`src/rtl/hdma_pkg.sv`:
```
package hdma_pkg;

  localparam int SYS_AW = 16;
  localparam logic [7:0] OPEN_BUS = 8'hFF;

  typedef enum logic [1:0] {
    ST_IDLE = 2'd0,
    ST_RD   = 2'd1,
    ST_WR   = 2'd2,
    ST_HOLD = 2'd3
  } hdma_st_e;

  // Source windows that can be fetched: low half, and two 8 KiB windows above video memory.
  function automatic logic src_fetchable(input logic [SYS_AW-1:0] a);
    return (a[15] == 1'b0) || (a[15:13] == 3'b101) || (a[15:13] == 3'b110);
  endfunction

endpackage

```
`src/rtl/hdma_seq.sv`:
```
module hdma_seq
  import hdma_pkg::*;
#(
  parameter int OFS_W    = 13,
  parameter int LEN_W    = 7,
  parameter int CHUNK_LG = 4,
  parameter int HOLD_CYC = 2
) (
  input  logic                clk,
  input  logic                rst_n,
  input  logic                go,
  input  logic [SYS_AW-1:0]   go_src,
  input  logic [OFS_W-1:0]    go_dst,
  input  logic [LEN_W-1:0]    go_len,
  input  logic                go_bank,
  input  logic                go_dbl,
  input  logic                go_rev,
  output hdma_st_e            st,
  output logic [SYS_AW-1:0]   src,
  output logic [OFS_W-1:0]    dst,
  output logic                bank,
  output logic                dbl,
  output logic                rev,
  output logic                busy,
  output logic                chunk_done
);

  localparam int HOLD_W = (HOLD_CYC < 2) ? 1 : $clog2(HOLD_CYC);
  localparam logic [HOLD_W-1:0] HOLD_LAST = HOLD_W'(HOLD_CYC - 1);

  hdma_st_e          st_q, st_d;
  logic [SYS_AW-1:0] src_q, src_d;
  logic [OFS_W-1:0]  dst_q, dst_d, dst_inc;
  logic [LEN_W-1:0]  left_q, left_d;
  logic [HOLD_W-1:0] hold_q, hold_d;
  logic              bank_q, dbl_q, rev_q;
  logic              cfg_ld, last_byte, hold_end;

  assign dst_inc   = dst_q + 1'b1;
  assign last_byte = (dst_inc[CHUNK_LG-1:0] == '0);
  assign hold_end  = (hold_q == HOLD_LAST);

  always_comb begin
    st_d       = st_q;
    src_d      = src_q;
    dst_d      = dst_q;
    left_d     = left_q;
    hold_d     = hold_q;
    cfg_ld     = 1'b0;
    chunk_done = 1'b0;
    unique case (st_q)
      ST_IDLE: begin
        if (go) begin
          st_d   = ST_RD;
          src_d  = go_src;
          dst_d  = go_dst;
          left_d = go_len;
          cfg_ld = 1'b1;
        end
      end
      ST_RD: st_d = ST_WR;
      ST_WR: begin
        src_d = src_q + 1'b1;
        dst_d = dst_inc;
        if (!last_byte) begin
          st_d = ST_RD;
        end else if (dbl_q) begin
          chunk_done = 1'b1;
          if (left_q == '0) begin
            st_d = ST_IDLE;
          end else begin
            st_d   = ST_RD;
            left_d = left_q - 1'b1;
          end
        end else begin
          st_d   = ST_HOLD;
          hold_d = '0;
        end
      end
      ST_HOLD: begin
        hold_d = hold_q + 1'b1;
        if (hold_end) begin
          chunk_done = 1'b1;
          if (left_q == '0) begin
            st_d = ST_IDLE;
          end else begin
            st_d   = ST_RD;
            left_d = left_q - 1'b1;
          end
        end
      end
      default: st_d = ST_IDLE;
    endcase
  end

  always_ff @(posedge clk or negedge rst_n) begin
    if (!rst_n) begin
      st_q   <= ST_IDLE;
      src_q  <= '0;
      dst_q  <= '0;
      left_q <= '0;
      hold_q <= '0;
      bank_q <= 1'b0;
      dbl_q  <= 1'b0;
      rev_q  <= 1'b0;
    end else begin
      st_q   <= st_d;
      src_q  <= src_d;
      dst_q  <= dst_d;
      left_q <= left_d;
      hold_q <= hold_d;
      if (cfg_ld) begin
        bank_q <= go_bank;
        dbl_q  <= go_dbl;
        rev_q  <= go_rev;
      end
    end
  end

  assign st   = st_q;
  assign src  = src_q;
  assign dst  = dst_q;
  assign bank = bank_q;
  assign dbl  = dbl_q;
  assign rev  = rev_q;
  assign busy = (st_q != ST_IDLE);

  AST_WR_AFTER_RD: assert property (@(posedge clk) disable iff (!rst_n)
    (st_q == ST_WR) |-> ($past(st_q) == ST_RD));
  AST_DST_STEP: assert property (@(posedge clk) disable iff (!rst_n)
    (st_q == ST_WR) |=> (dst_q == OFS_W'($past(dst_q) + 1'b1)));
  AST_HOLD_SINGLE: assert property (@(posedge clk) disable iff (!rst_n)
    (st_q == ST_HOLD) |-> !dbl_q);
  AST_DONE_PULSE: assert property (@(posedge clk) disable iff (!rst_n)
    chunk_done |=> !chunk_done);
  AST_GO_IGNORED: assert property (@(posedge clk) disable iff (!rst_n)
    (go && st_q == ST_RD) |=> (src_q == $past(src_q) && dst_q == $past(dst_q)));

endmodule

```
`src/rtl/hdma_src_gate.sv`:
```
module hdma_src_gate
  import hdma_pkg::*;
(
  input  logic              clk,
  input  logic              rst_n,
  input  logic              rd_ph,
  input  logic              wr_ph,
  input  logic [SYS_AW-1:0] src,
  output logic              sys_rd,
  output logic [SYS_AW-1:0] sys_addr,
  input  logic [7:0]        sys_rdata,
  output logic [7:0]        byte_o
);

  logic fetch_now, fetch_q;

  assign fetch_now = src_fetchable(src);
  assign sys_rd    = rd_ph && fetch_now;
  assign sys_addr  = src;

  always_ff @(posedge clk or negedge rst_n) begin
    if (!rst_n) begin
      fetch_q <= 1'b0;
    end else if (rd_ph) begin
      fetch_q <= fetch_now;
    end
  end

  assign byte_o = fetch_q ? sys_rdata : OPEN_BUS;

  AST_RD_THEN_WR: assert property (@(posedge clk) disable iff (!rst_n)
    sys_rd |=> wr_ph);

endmodule

```
`src/rtl/hdma_conflict.sv`:
```
module hdma_conflict #(
  parameter int OFS_W      = 13,
  parameter int TILE_LIMIT = 32'h1900
) (
  input  logic             clk,
  input  logic             rst_n,
  input  logic             rd_ph,
  input  logic             wr_ph,
  input  logic             ppu_req,
  input  logic [OFS_W-1:0] ppu_addr,
  input  logic [OFS_W-1:0] dst,
  input  logic             dbl,
  input  logic             rev,
  output logic             we,
  output logic [OFS_W-1:0] ofs
);

  localparam logic [OFS_W-1:0] LIMIT = OFS_W'(TILE_LIMIT);

  logic             hit_q;
  logic [OFS_W-1:0] ca_q;
  logic             hit_w;
  logic [OFS_W-1:0] ca_w;
  logic             masked_ok;

  // Collision capture is reloaded in every read cycle, so it starts clear per slot.
  always_ff @(posedge clk or negedge rst_n) begin
    if (!rst_n) begin
      hit_q <= 1'b0;
      ca_q  <= '0;
    end else if (rd_ph) begin
      hit_q <= ppu_req;
      ca_q  <= ppu_req ? ppu_addr : '0;
    end
  end

  assign hit_w = ppu_req || hit_q;
  assign ca_w  = ppu_req ? ppu_addr : ca_q;

  always_comb begin
    masked_ok = dbl || ca_w[0] || (ca_w >= LIMIT);
    we        = 1'b0;
    ofs       = dst;
    if (wr_ph) begin
      if (!hit_w) begin
        we = 1'b1;
      end else if (dbl || rev) begin
        we  = masked_ok;
        ofs = dst & ca_w;
      end
    end
  end

  AST_DROP_PLAIN: assert property (@(posedge clk) disable iff (!rst_n)
    (wr_ph && (ppu_req || hit_q) && !dbl && !rev) |-> !we);
  AST_CLEAN_ADDR: assert property (@(posedge clk) disable iff (!rst_n)
    (wr_ph && we && !ppu_req && !hit_q) |-> (ofs == dst));
  AST_AND_SUBSET: assert property (@(posedge clk) disable iff (!rst_n)
    we |-> ((ofs & ~dst) == '0));

endmodule

```
`src/rtl/hdma_engine.sv`:
```
module hdma_engine
  import hdma_pkg::*;
#(
  parameter int OFS_W      = 13,
  parameter int LEN_W      = 7,
  parameter int CHUNK_LG   = 4,
  parameter int HOLD_CYC   = 2,
  parameter int TILE_LIMIT = 32'h1900
) (
  input  logic              clk,
  input  logic              rst_n,
  input  logic              go,
  input  logic [15:0]       go_src,
  input  logic [OFS_W-1:0]  go_dst,
  input  logic [LEN_W-1:0]  go_len,
  input  logic              vram_bank,
  input  logic              dbl_speed,
  input  logic              rev_sel,
  output logic              sys_rd,
  output logic [15:0]       sys_addr,
  input  logic [7:0]        sys_rdata,
  input  logic              ppu_req,
  input  logic [OFS_W-1:0]  ppu_addr,
  output logic [7:0]        ppu_rdata,
  output logic              vram_re,
  output logic [OFS_W:0]    vram_raddr,
  input  logic [7:0]        vram_rdata,
  output logic              vram_we,
  output logic [OFS_W:0]    vram_waddr,
  output logic [7:0]        vram_wdata,
  output logic              busy,
  output logic              chunk_done
);

  hdma_st_e          st;
  logic [15:0]       src;
  logic [OFS_W-1:0]  dst, wofs;
  logic              bank, dbl, rev;
  logic              rd_ph, wr_ph, wr_en;
  logic [7:0]        byte_w;
  logic              ppu_blk_q;

  hdma_seq #(
    .OFS_W(OFS_W), .LEN_W(LEN_W), .CHUNK_LG(CHUNK_LG), .HOLD_CYC(HOLD_CYC)
  ) i_seq (
    .clk(clk), .rst_n(rst_n), .go(go), .go_src(go_src), .go_dst(go_dst),
    .go_len(go_len), .go_bank(vram_bank), .go_dbl(dbl_speed), .go_rev(rev_sel),
    .st(st), .src(src), .dst(dst), .bank(bank), .dbl(dbl), .rev(rev),
    .busy(busy), .chunk_done(chunk_done)
  );

  assign rd_ph = (st == ST_RD);
  assign wr_ph = (st == ST_WR);

  hdma_src_gate i_src (
    .clk(clk), .rst_n(rst_n), .rd_ph(rd_ph), .wr_ph(wr_ph), .src(src),
    .sys_rd(sys_rd), .sys_addr(sys_addr), .sys_rdata(sys_rdata), .byte_o(byte_w)
  );

  hdma_conflict #(.OFS_W(OFS_W), .TILE_LIMIT(TILE_LIMIT)) i_conf (
    .clk(clk), .rst_n(rst_n), .rd_ph(rd_ph), .wr_ph(wr_ph),
    .ppu_req(ppu_req), .ppu_addr(ppu_addr), .dst(dst), .dbl(dbl), .rev(rev),
    .we(wr_en), .ofs(wofs)
  );

  assign vram_we    = wr_en;
  assign vram_waddr = {bank, wofs};
  assign vram_wdata = byte_w;

  // Pixel-unit reads reach memory only while idle; the copy port owns it otherwise.
  assign vram_re    = ppu_req && !busy;
  assign vram_raddr = {vram_bank, ppu_addr};

  always_ff @(posedge clk or negedge rst_n) begin
    if (!rst_n) begin
      ppu_blk_q <= 1'b0;
    end else begin
      ppu_blk_q <= ppu_req && busy;
    end
  end

  assign ppu_rdata = ppu_blk_q ? 8'h00 : vram_rdata;

  AST_PPU_ZERO: assert property (@(posedge clk) disable iff (!rst_n)
    (ppu_req && busy) |=> (ppu_rdata == 8'h00));
  AST_WE_EXCLUSIVE: assert property (@(posedge clk) disable iff (!rst_n)
    vram_we |-> !vram_re);

endmodule

```
`config.mk`:
```
export PLATFORM = sky130hd
export DESIGN_NAME = hdma_engine
export DESIGN_NICKNAME = d
export VERILOG_FILES = /design/src/rtl/hdma_pkg.sv /design/src/rtl/hdma_seq.sv /design/src/rtl/hdma_src_gate.sv /design/src/rtl/hdma_conflict.sv /design/src/rtl/hdma_engine.sv
export SDC_FILE = /design/constraint.sdc
export NUM_CORES = 1
export LEC_CHECK = 0
export BUFFER_PORTS_ARGS = -buffer_cell sky130_fd_sc_hd__buf_2
export CORE_MARGIN = 2
export CORE_UTILIZATION = 53
export DETAILED_ROUTE_END_ITERATION = 8
export PLACE_DENSITY = 0.94
export SLEW_MARGIN = 20
export SYNTH_ARGS = -nofsm -noshare
export SYNTH_HDL_FRONTEND = slang
export SYNTH_SLANG_ARGS = --single-unit
```
`constraint.sdc`:
```
create_clock -name clk -period 3.2 [get_ports clk]
set_input_delay 0.48 -clock clk [delete_from_list [all_inputs] [get_ports clk]]
set_output_delay 0.48 -clock clk [all_outputs]
set_load 0.02 [all_outputs]
```
==> results of run 1 <==
## stage by stage
stage                     utilization  hold slack [ns]  power, mW  instances
after CTS                       0.681           0.0793       3.87        619
after floorplan                     -            0.184       2.61        423
final                           0.681           0.0702       3.88        619
after detailed placement        0.650            0.436       3.17        603
after global placement          0.650            0.430       3.08        603
after global routing            0.681            0.110       4.13        619
## layer usage
layer	vias to the layer above	wire length, um	GRT usage	part of all wire
met1	1784	4030	0.334	0.40
met2	186	5020	0.462	0.50
met5	-	0	0	0
li1	1744	-	-	-
met4	0	135	0.0736	0.013
met3	18	817	0.0645	0.082
## worst max-delay path: stages, from the launching register on
cell and delay [ns]:
dfrtp_1 0.83, nand4_1 0.21, o31ai_1 0.50, buf_2 0.26
## cell families after synthesis
group / after synthesis / synth area share
mux: 5 / 0.0144
simple gates: 176 / 0.248
compound gates: 118 / 0.231
fa+ha+maj: 3 / 0.0105
xor+xnor: 1 / 0.00246
buf+inv: 62 / 0.0854
flops: 58 / 0.408
## area by class of cell
| class | count | area [um2] |
|---|---|---|
| fillers | 520 | 2050 |
| multi-input cells | 303 | 1810 |
| flip-flops and latches | 58 | 1450 |
| repair buffers | 143 | 733 |
| clock buffers | 11 | 151 |
| well taps | 77 | 96.3 |
| inverters | 22 | 82.6 |
| clock inverters | 5 | 52.6 |
## power by group
| group | total, mW | internal [mW] | switching (mW) |
|---|---|---|---|
| Clock | 0.701 | 0.398 | 0.303 |
| Sequential | 1.49 | 1.06 | 0.424 |
| Combinational | 1.70 | 0.658 | 1.04 |
## layout by cell type (no fill, tap or decap), types with 4 or more instances in the layout
cell,synthesis,routed
a21oi_1,8,8
a311oi_1,7,7
a31oi_1,22,22
and2_1,4,4
and3_1,7,7
and4_1,5,5
buf_2,5,136
buf_4,15,7
clkbuf_8,0,11
dfrtp_1,58,58
inv_1,22,22
mux2i_1,4,4
nand2_1,75,75
nand2b_1,11,11
nand3_1,13,13
nand4_1,6,6
nor2_1,21,21
nor2b_1,9,9
nor3_1,6,6
o21ai_0,32,32
o22ai_1,5,5
o311ai_0,5,5
## state kept, by name (all words and copies together), names as in the netlist, 2 cells and up
name	cells
i_seq.src	16
i_seq.dst	13
i_seq.st	2
i_seq.left_q	7
i_conf.ca_q	13
## synthesized netlist by cell type, types with 2 or more instances
library cell / n
inv_1: 22
and3_1: 7
o311a_1: 2
nor4_1: 2
mux2i_1: 4
nand2_1: 75
a22oi_1: 3
a211oi_1: 3
nor3_1: 6
a32o_1: 2
or4_1: 3
nand3_1: 13
a21oi_1: 8
a21o_1: 3
a31o_2: 2
ha_1: 3
or2_2: 3
nand2b_1: 11
and4_1: 5
and2_1: 4
a221o_1: 2
a311oi_1: 7
a31oi_1: 22
nand4_1: 6
o211ai_1: 3
clkbuf_1: 17
o211a_1: 2
o31ai_1: 2
o21ai_0: 32
o311ai_0: 5
nor2_1: 21
dfrtp_1: 58
o22ai_1: 5
a221oi_1: 2
o21a_1: 2
nor3b_1: 2
buf_2: 5
nor2b_1: 9
buf_4: 15
## worst paths after layout
| path | endpoint | depth (start not counted) |
|---|---|---|
| hold / removal | i_conf.ca_q[6]$_DFFE_PN0P_ | 1 |
| setup / recovery | chunk_done | 3 |
| hold reg to reg | i_conf.ca_q[2]$_DFFE_PN0P_ | 2 |
| min in group clk | i_seq.rev$_DFFE_PN0P_ | 3 |
| max in group asynchronous | i_seq.dst[8]$_DFFE_PN0P_ | 2 |
| setup reg to reg | i_seq.src[10]$_DFFE_PN0P_ | 5 |
==> metrics, run 1 <==
Die Ht 85.9 um; largest net degree at the start of global routing 41; CTS tree built; initial antenna violation count 0; synth top area cells dfrtp_1 41%, nand2_1 7.9%, o21ai_0 4.5%; Mapped Nets 498; Post-synth EDFFs 0; r2r setup slk 0.96 ns; Root Buffer clkbuf_8; clk sinks 58; skew final 0.00868 ns; Critical R2R Launch i_seq.st[1]$_DFFE_PN0P_; clock insertion delay at the later pin of the skew report 0.34 ns; hold buffers post-CTS 0; drt first pass iters 5; period utilization 0.819; Worst setup EP type primary output; Critical Path Start i_seq.st[1]$_DFFE_PN0P_; RSZ-0062 raised after global routing no; leading area contributor after synthesis dfrtp_1; share of layout cells above drive strength 1 0.314; synthesized area 3560 um2; ANT cells 0; setup TNS 0 ns; fin crit period 2.62 ns; maximum net fanout on the critical path 24; DIE AREA 7390 um2; Startpoint Class flop; worst setup path class reg2out; DRC 0; max_cap viols 0; PD cells 887 nW/um2; Synth Warn # 0; Port Buffer Count 136; predominant post-synthesis flop cell dfrtp_1; DRT Wirelength 10000 um; Clock Path Buffers 2; Worst Hold Class in2async; status finished, final reports clean; CTS Buf Count 9; Tightest Pin Transition 0.747 ns; ys async rst share 1.00; H-tree Lvls 3; Worst-path clk slew 0.07 ns; fin area 4380 um2; Synth Register Bits 58; setup ws final 0.578 ns; first-pass GRT wire length 15900 um; synth unique cells 64; Routed Antenna Nets 0; Req. time, crit path 2.72 ns; postcts setup bufs 0; Tot GR Track Use 0.268; Static Leak 2.09 nW; area added between synthesis and finish 23.0%; Syn Area/Cell 8.41 um2; register area share after synthesis 0.408; number of cell rows 29; # IOs 137; WP data arrival 2.14 ns; post-CTS resize count 0; Die X 85.9 um; vias in the first global route 3504; grt ovf 0; Yosys top cell area share 0.408; routability cong. 0.924; worst vdd ir 0.381 mV; Initial Util 0.554; Mapped Cells 423; Slew headroom 0.502; Final nets 612; First DRT Iteration DRCs 321; # setup viols final 0; routed vias 3732; final number of max-transition violations 0; core footprint 6420 um2; Max Clk Rate 381 MHz; Area after DPL 4170 um2; Vias/cell 6.03; dpl hpwl 7350 um; Setup WS pre-CTS 0.985 ns; Avg WL per Cell 16.2 um; Final Hold Vio Count 0
Power figures use the tool's default switching activity.
==> inputs of run 2 (changes only) <==
--- a/config.mk
+++ b/config.mk
@@ -7,9 +7,9 @@
 export LEC_CHECK = 0
 export BUFFER_PORTS_ARGS = -buffer_cell sky130_fd_sc_hd__buf_2
 export CORE_MARGIN = 2
-export CORE_UTILIZATION = 53
+export CORE_UTILIZATION = 45
 export DETAILED_ROUTE_END_ITERATION = 8
-export PLACE_DENSITY = 0.94
+export PLACE_DENSITY = 0.85
 export SLEW_MARGIN = 20
 export SYNTH_ARGS = -nofsm -noshare
 export SYNTH_HDL_FRONTEND = slang
==> constraint.sdc (replaced) <==
create_clock -name clk -period 2.4 [get_ports clk]
set_input_delay 0.36 -clock clk [delete_from_list [all_inputs] [get_ports clk]]
set_output_delay 0.36 -clock clk [all_outputs]
set_load 0.02 [all_outputs]
==> run 2 against run 1 <==
Net effect:
- cell count up 4.4%
- total power grew 39%
- clock power rose by 58%
- worst hold slack got worse by 0.066 ns
- die area is 17% higher
- clock skew increased by 0.0046 ns
- routed wire length increased by 0.21%
- first-iteration DRC count down 28%
- combinational power rose by 38%
==> metrics, run 2 (same netlist as run 1, synthesis figures left out) <==
status finished, final reports clean (unchanged); Worst Hold Class in2async (unchanged); skew final 0.0132 ns (was 0.00868 ns); post-CTS resize count 2 (was 0); Req. time, crit path 2.04 ns (was 2.72 ns); # setup viols final 0 (unchanged); routed vias 3705 (was 3732); number of cell rows 32 (was 29); worst setup path class reg2out (unchanged); CTS tree built (unchanged); DRC 0 (unchanged); Port Buffer Count 136 (unchanged); CTS Buf Count 9 (unchanged); Tightest Pin Transition 0.793 ns (was 0.747 ns); Vias/cell 5.74 (was 6.03); Slew headroom 0.469 (was 0.502); First DRT Iteration DRCs 230 (was 321); fin crit period 2.26 ns; worst vdd ir 0.400 mV (was 0.381 mV); Worst-path clk slew 0.07 ns (about the same); Initial Util 0.463 (was 0.554); routability cong. 0.935 (was 0.924); drt first pass iters 4 (was 5); clk sinks 58 (unchanged); dpl hpwl 7180 um (was 7350 um); ANT cells 0 (unchanged); largest stage delay on the critical path 0.51 ns (was 0.83 ns); vias in the first global route 3414 (was 3504); hold buffers post-CTS 0 (unchanged); Worst setup EP type primary output (unchanged); DIE AREA 8640 um2 (was 7390 um2); DRT Wirelength 10000 um (about the same); RSZ-0062 raised after global routing no (unchanged); PD cells 1200 nW/um2 (was 887 nW/um2); Fill cells 684 (was 520); max_cap viols 0 (unchanged); Max Clk Rate 443 MHz; grt ovf 0 (unchanged); first-pass GRT wire length 16000 um (was 15900 um); WP data arrival 1.90 ns (was 2.14 ns); period utilization 0.940; initial antenna violation count 0 (unchanged); Clock Path Buffers 2 (unchanged); max FFs per register 16 (unchanged); # IOs 137 (unchanged); area added between synthesis and finish 26.3% (was 23.0%); Root Buffer clkbuf_8 (unchanged); final design utilization 0.584 (was 0.681); setup TNS 0 ns (unchanged); postcts setup bufs 0 (unchanged); final number of max-transition violations 0 (unchanged); core footprint 7690 um2 (was 6420 um2); Startpoint Class flop (unchanged); Die X 92.9 um (was 85.9 um); Tot GR Track Use 0.235 (was 0.268); clock insertion delay at the later pin of the skew report 0.35 ns (was 0.34 ns); largest net degree at the start of global routing 59 (was 41); Routed Antenna Nets 0 (unchanged); commonest cells after routing, fill and taps aside 136 x buf_2, 75 x nand2_1, 58 x dfrtp_1 (unchanged); Static Leak 2.12 nW (was 2.09 nW); maximum net fanout on the critical path 13 (was 24); Max stage delay cell, worst path dfrtp_1 (unchanged); Die Ht 92.9 um (was 85.9 um); commonest non-fill, non-tap cell in the layout buf_2 (unchanged); H-tree Lvls 3 (unchanged); Final nets 614 (was 612); Avg WL per Cell 15.5 um (was 16.2 um); CP Cell Sequence nand2b_1 -> nor2_2 -> a31oi_1 -> buf_2 (was nand4_1 -> o31ai_1 -> buf_2); share of layout cells above drive strength 1 0.320 (was 0.314); Final Hold Vio Count 0 (unchanged)
==> run 2: report_power, final <==
| part | internal (mW) | switching, mW | total (mW) |
|---|---|---|---|
| clock network | 0.693 | 0.421 | 1.11 |
| registers | 1.42 | 0.506 | 1.92 |
| logic | 0.897 | 1.45 | 2.35 |
==> run 2: worst paths after layout <==
check                                              to                     from  slack (ns)  depth (start not counted)
max                                     vram_waddr[7]  i_seq.st[0]$_DFFE_PN0P_        0.14                          4
max reg2reg                  i_seq.src[6]$_DFFE_PN0P_  i_seq.st[1]$_DFFE_PN0P_        0.26                          6
min in group clk             i_seq.src[9]$_DFFE_PN0P_                go_src[9]        0.21                          3
min reg2reg                    i_seq.bank$_DFFE_PN0P_   i_seq.bank$_DFFE_PN0P_        0.48                          2
max in group asynchronous     i_seq.st[0]$_DFFE_PN0P_                    rst_n        2.12                          2
min                        i_conf.ca_q[1]$_DFFE_PN0P_                    rst_n       0.004                          2
==> run 2: final cells by class <==
| type | count | area (um2) | share of cell area |
|---|---|---|---|
| clock buffers | 10 | 128 | 0.0284 |
| well taps | 102 | 128 | 0.0284 |
| flip-flops and latches | 58 | 1450 | 0.323 |
| inverters | 22 | 82.6 | 0.0184 |
| clock inverters | 6 | 115 | 0.0256 |
| repair buffers | 145 | 761 | 0.169 |
| multi-input cells | 303 | 1830 | 0.407 |
==> run 2: routing by layer <==
metal	routed length, um	share of wire	GRT usage
met3	685	0.068	0.0431
met2	4950	0.49	0.378
met4	225	0.022	0.110
met5	0	0	0
met1	4170	0.42	0.308
==> run 2: critical path: cells and delay by family (launching register included) <==
family | cells | cell delay (ns)
and+or+nand+nor | 2 | 0.68
DFF | 1 | 0.51
buffers and inverters | 1 | 0.20
AOI/OAI and AO/OA | 1 | 0.17
==> run 2: per-stage QoR <==
stage	hold WS, ns	power [mW]	area [um2]	instances	setup slack (ns)
floorplan	0.0644	3.47	3560	423	0.513
CTS	0.0142	5.38	4480	646	0.102
detailed placement	0.390	4.25	4230	630	0.298
global route	0.0272	5.78	4490	646	0.0186
global placement	0.383	4.14	4230	630	0.386
finish	0.00398	5.39	4490	646	0.143
==> inputs of run 3 (changes only) <==
--- a/config.mk
+++ b/config.mk
@@ -9,7 +9,7 @@
 export CORE_MARGIN = 2
 export CORE_UTILIZATION = 45
 export DETAILED_ROUTE_END_ITERATION = 8
-export PLACE_DENSITY = 0.85
+export PLACE_DENSITY = 0.77
 export SLEW_MARGIN = 20
 export SYNTH_ARGS = -nofsm -noshare
 export SYNTH_HDL_FRONTEND = slang
==> run 3 against run 2 <==
Net effect:
- cell count rose by 0.46%
- non-clock buffer count is 3 higher
- sequential power about the same
- highest routed layer unchanged
- die area unchanged
- clock-buffer cell count increased by 1
- largest cell class unchanged
- sequential share of layout area is 0.16 points higher
- routed wire length down 1.3%
- critical endpoint is now chunk_done
- critical path type unchanged
- setup slack gained 0.021 ns
==> metrics, run 3 (same netlist as run 1, synthesis figures left out) <==
drt first pass iters 4 (unchanged); Max Clk Rate 447 MHz (was 443 MHz); share of layout cells above drive strength 1 0.324 (was 0.320); Pwr Total 5.22 mW (was 5.39 mW); met1 usage in global routing 0.304 (was 0.308); Setup WS pre-CTS 0.290 ns (was 0.298 ns); max_cap viols 0 (unchanged); Fill cells 706 (was 684); Non-Filler Instances 649 (was 646); DRT Wirelength 9900 um (was 10000 um); ANT cells 0 (unchanged); status finished, final reports clean (unchanged); Final nets 617 (was 614); max FFs per register 16 (unchanged); final number of max-transition violations 0 (unchanged); FF/Latch Area 1450 um2 (unchanged); Critical R2R Launch i_seq.left_q[0]$_DFFE_PN0P_ (was i_seq.st[1]$_DFFE_PN0P_); Initial Util 0.463 (unchanged); # IOs 137 (unchanged); setup ws final 0.164 ns (was 0.143 ns); initial antenna violation count 0 (unchanged); Static Leak 2.11 nW (was 2.12 nW); number of cell rows 32 (unchanged); Worst setup EP type primary output (unchanged); Port Buffer Count 136 (unchanged); Tightest Pin Transition 0.671 ns (was 0.793 ns); commonest non-fill, non-tap cell in the layout buf_2 (unchanged); Placed Instances 633 (was 630); Worst Hold Class in2async (unchanged); CTS Buf Count 9 (unchanged); GRT Max-Usage Layer met2 (unchanged); area added between synthesis and finish 25.6% (was 26.3%); # setup viols final 0 (unchanged); CTS tree built (unchanged); WP data arrival 1.88 ns (was 1.90 ns); clock insertion delay at the later pin of the skew report 0.34 ns (was 0.35 ns); Req. time, crit path 2.04 ns (about the same); Die Ht 92.9 um (unchanged); maximum net fanout on the critical path 6 (was 13); DIE AREA 8640 um2 (unchanged); met2 usage in global routing 0.381 (was 0.378); H-tree Lvls 3 (unchanged); met3 Track Usage GR 0.0366 (was 0.0431); Tot GR Track Use 0.230 (was 0.235); First DRT Iteration DRCs 278 (was 230); DRC 0 (unchanged); worst vdd ir 0.741 mV (was 0.400 mV); fin crit period 2.24 ns (was 2.26 ns); dpl hpwl 7400 um (was 7180 um); Vias/cell 5.64 (was 5.74); PD cells 1170 nW/um2 (was 1200 nW/um2); largest net degree at the start of global routing 31 (was 59); Area after DPL 4240 um2 (was 4230 um2); hold buffers post-CTS 0 (unchanged); worst setup path class reg2out (unchanged); r2r setup slk 0.39 ns (was 0.26 ns); final design utilization 0.582 (was 0.584); Routed Antenna Nets 0 (unchanged); Startpoint Class flop (unchanged); Avg WL per Cell 15.2 um (was 15.5 um); skew final 0.00886 ns (was 0.0132 ns); multi-input combinational cell area 1830 um2 (about the same); core footprint 7690 um2 (unchanged); Worst-path clk slew 0.07 ns (about the same); cell count of the worst reg-to-reg path 6 (unchanged); first-pass GRT wire length 15800 um (was 16000 um); period utilization 0.932 (was 0.940); clk sinks 58 (unchanged); routability cong. 0.930 (was 0.935); Clock Path Buffers 2 (unchanged); postcts setup bufs 0 (unchanged); Die X 92.9 um (unchanged); Slew headroom 0.553 (was 0.469); vias in the first global route 3354 (was 3414); grt ovf 0 (unchanged); fin area 4470 um2 (was 4490 um2); routed vias 3660 (was 3705); Root Buffer clkbuf_8 (unchanged); commonest cells after routing, fill and taps aside 136 x buf_2, 75 x nand2_1, 58 x dfrtp_1 (unchanged); Final Hold Vio Count 0 (unchanged); worst reg2reg path endpoint i_seq.left_q[5]$_DFFE_PN0P_ (was i_seq.src[6]$_DFFE_PN0P_)
run 3: cell count changes in the layout (fill, tap and decap cells not counted), sizes merged:
cell / before / now
buf: 145 / 148
bufinv: 3 / 1
clkbuf: 10 / 11
clkinv: 2 / 0
clkinvlp: 1 / 3
inv: 22 / 23
run 3: worst max-delay path, cell delays in order, from the launching register on:
cell and delay [ns]:
dfrtp_1 0.43, ha_1 0.25, and2_1 0.19, nand4_1 0.16, o31ai_4 0.29, buf_2 0.22
run 3: cell type report:
type                       count  area share
multi-input combinational    303       0.408
sequential                    58       0.325
timing repair buffer         148       0.172
clock buffer                  11      0.0339
tap                          102      0.0285
inverter                      22      0.0185
clock inverter                 5      0.0137
run 3: repair_timing:
action	CTS	global route
endpoints found under the setup margin	8	1
gates resized for setup	2	1
pin swaps	0	0
endpoints found under the hold margin	0	0
cloned	0	0
run 3: power breakdown:
group | leakage, nW | switching (mW) | total (mW) | internal, mW
registers | 0.694 | 0.518 | 1.94 | 1.42
logic | 1.32 | 1.43 | 2.33 | 0.900
clock network | 0.0982 | 0.415 | 0.954 | 0.539
run 3: per-layer routing:
layer / wire (um) / vias up
met1: 4340 / 1745
li1: - / 1763
met3: 659 / 14
met5: 0 / -
met4: 131 / 0
met2: 4770 / 138
run 3: worst max-delay path by stage:
stage          slack [ns]                   startpoint                          end  cells after the start
2_1_floorplan        0.51  i_seq.left_q[0]$_DFFE_PN0P_  i_seq.left_q[5]$_DFFE_PN0P_                      6
3_3_place_gp         0.38                      ppu_req                vram_waddr[7]                      5
3_5_place_dp         0.29                      ppu_req                vram_waddr[1]                      5
4_1_cts              0.12     i_seq.dst[1]$_DFFE_PN0P_                   chunk_done                      5
5_1_grt             -0.02     i_seq.dst[1]$_DFFE_PN0P_                   chunk_done                      5
6_report             0.16     i_seq.dst[1]$_DFFE_PN0P_                   chunk_done                      5
run 3: stage by stage:
| stage | setup TNS [ns] | hold slack [ns] |
|---|---|---|
| 3_3_place_gp | 0 | 0.425 |
| 5_1_grt | -0.0177 | 0.0967 |
| 2_1_floorplan | 0 | 0.0644 |
| 3_5_place_dp | 0 | 0.434 |
| 4_1_cts | 0 | 0.0660 |
| 6_report | 0 | 0.0505 |
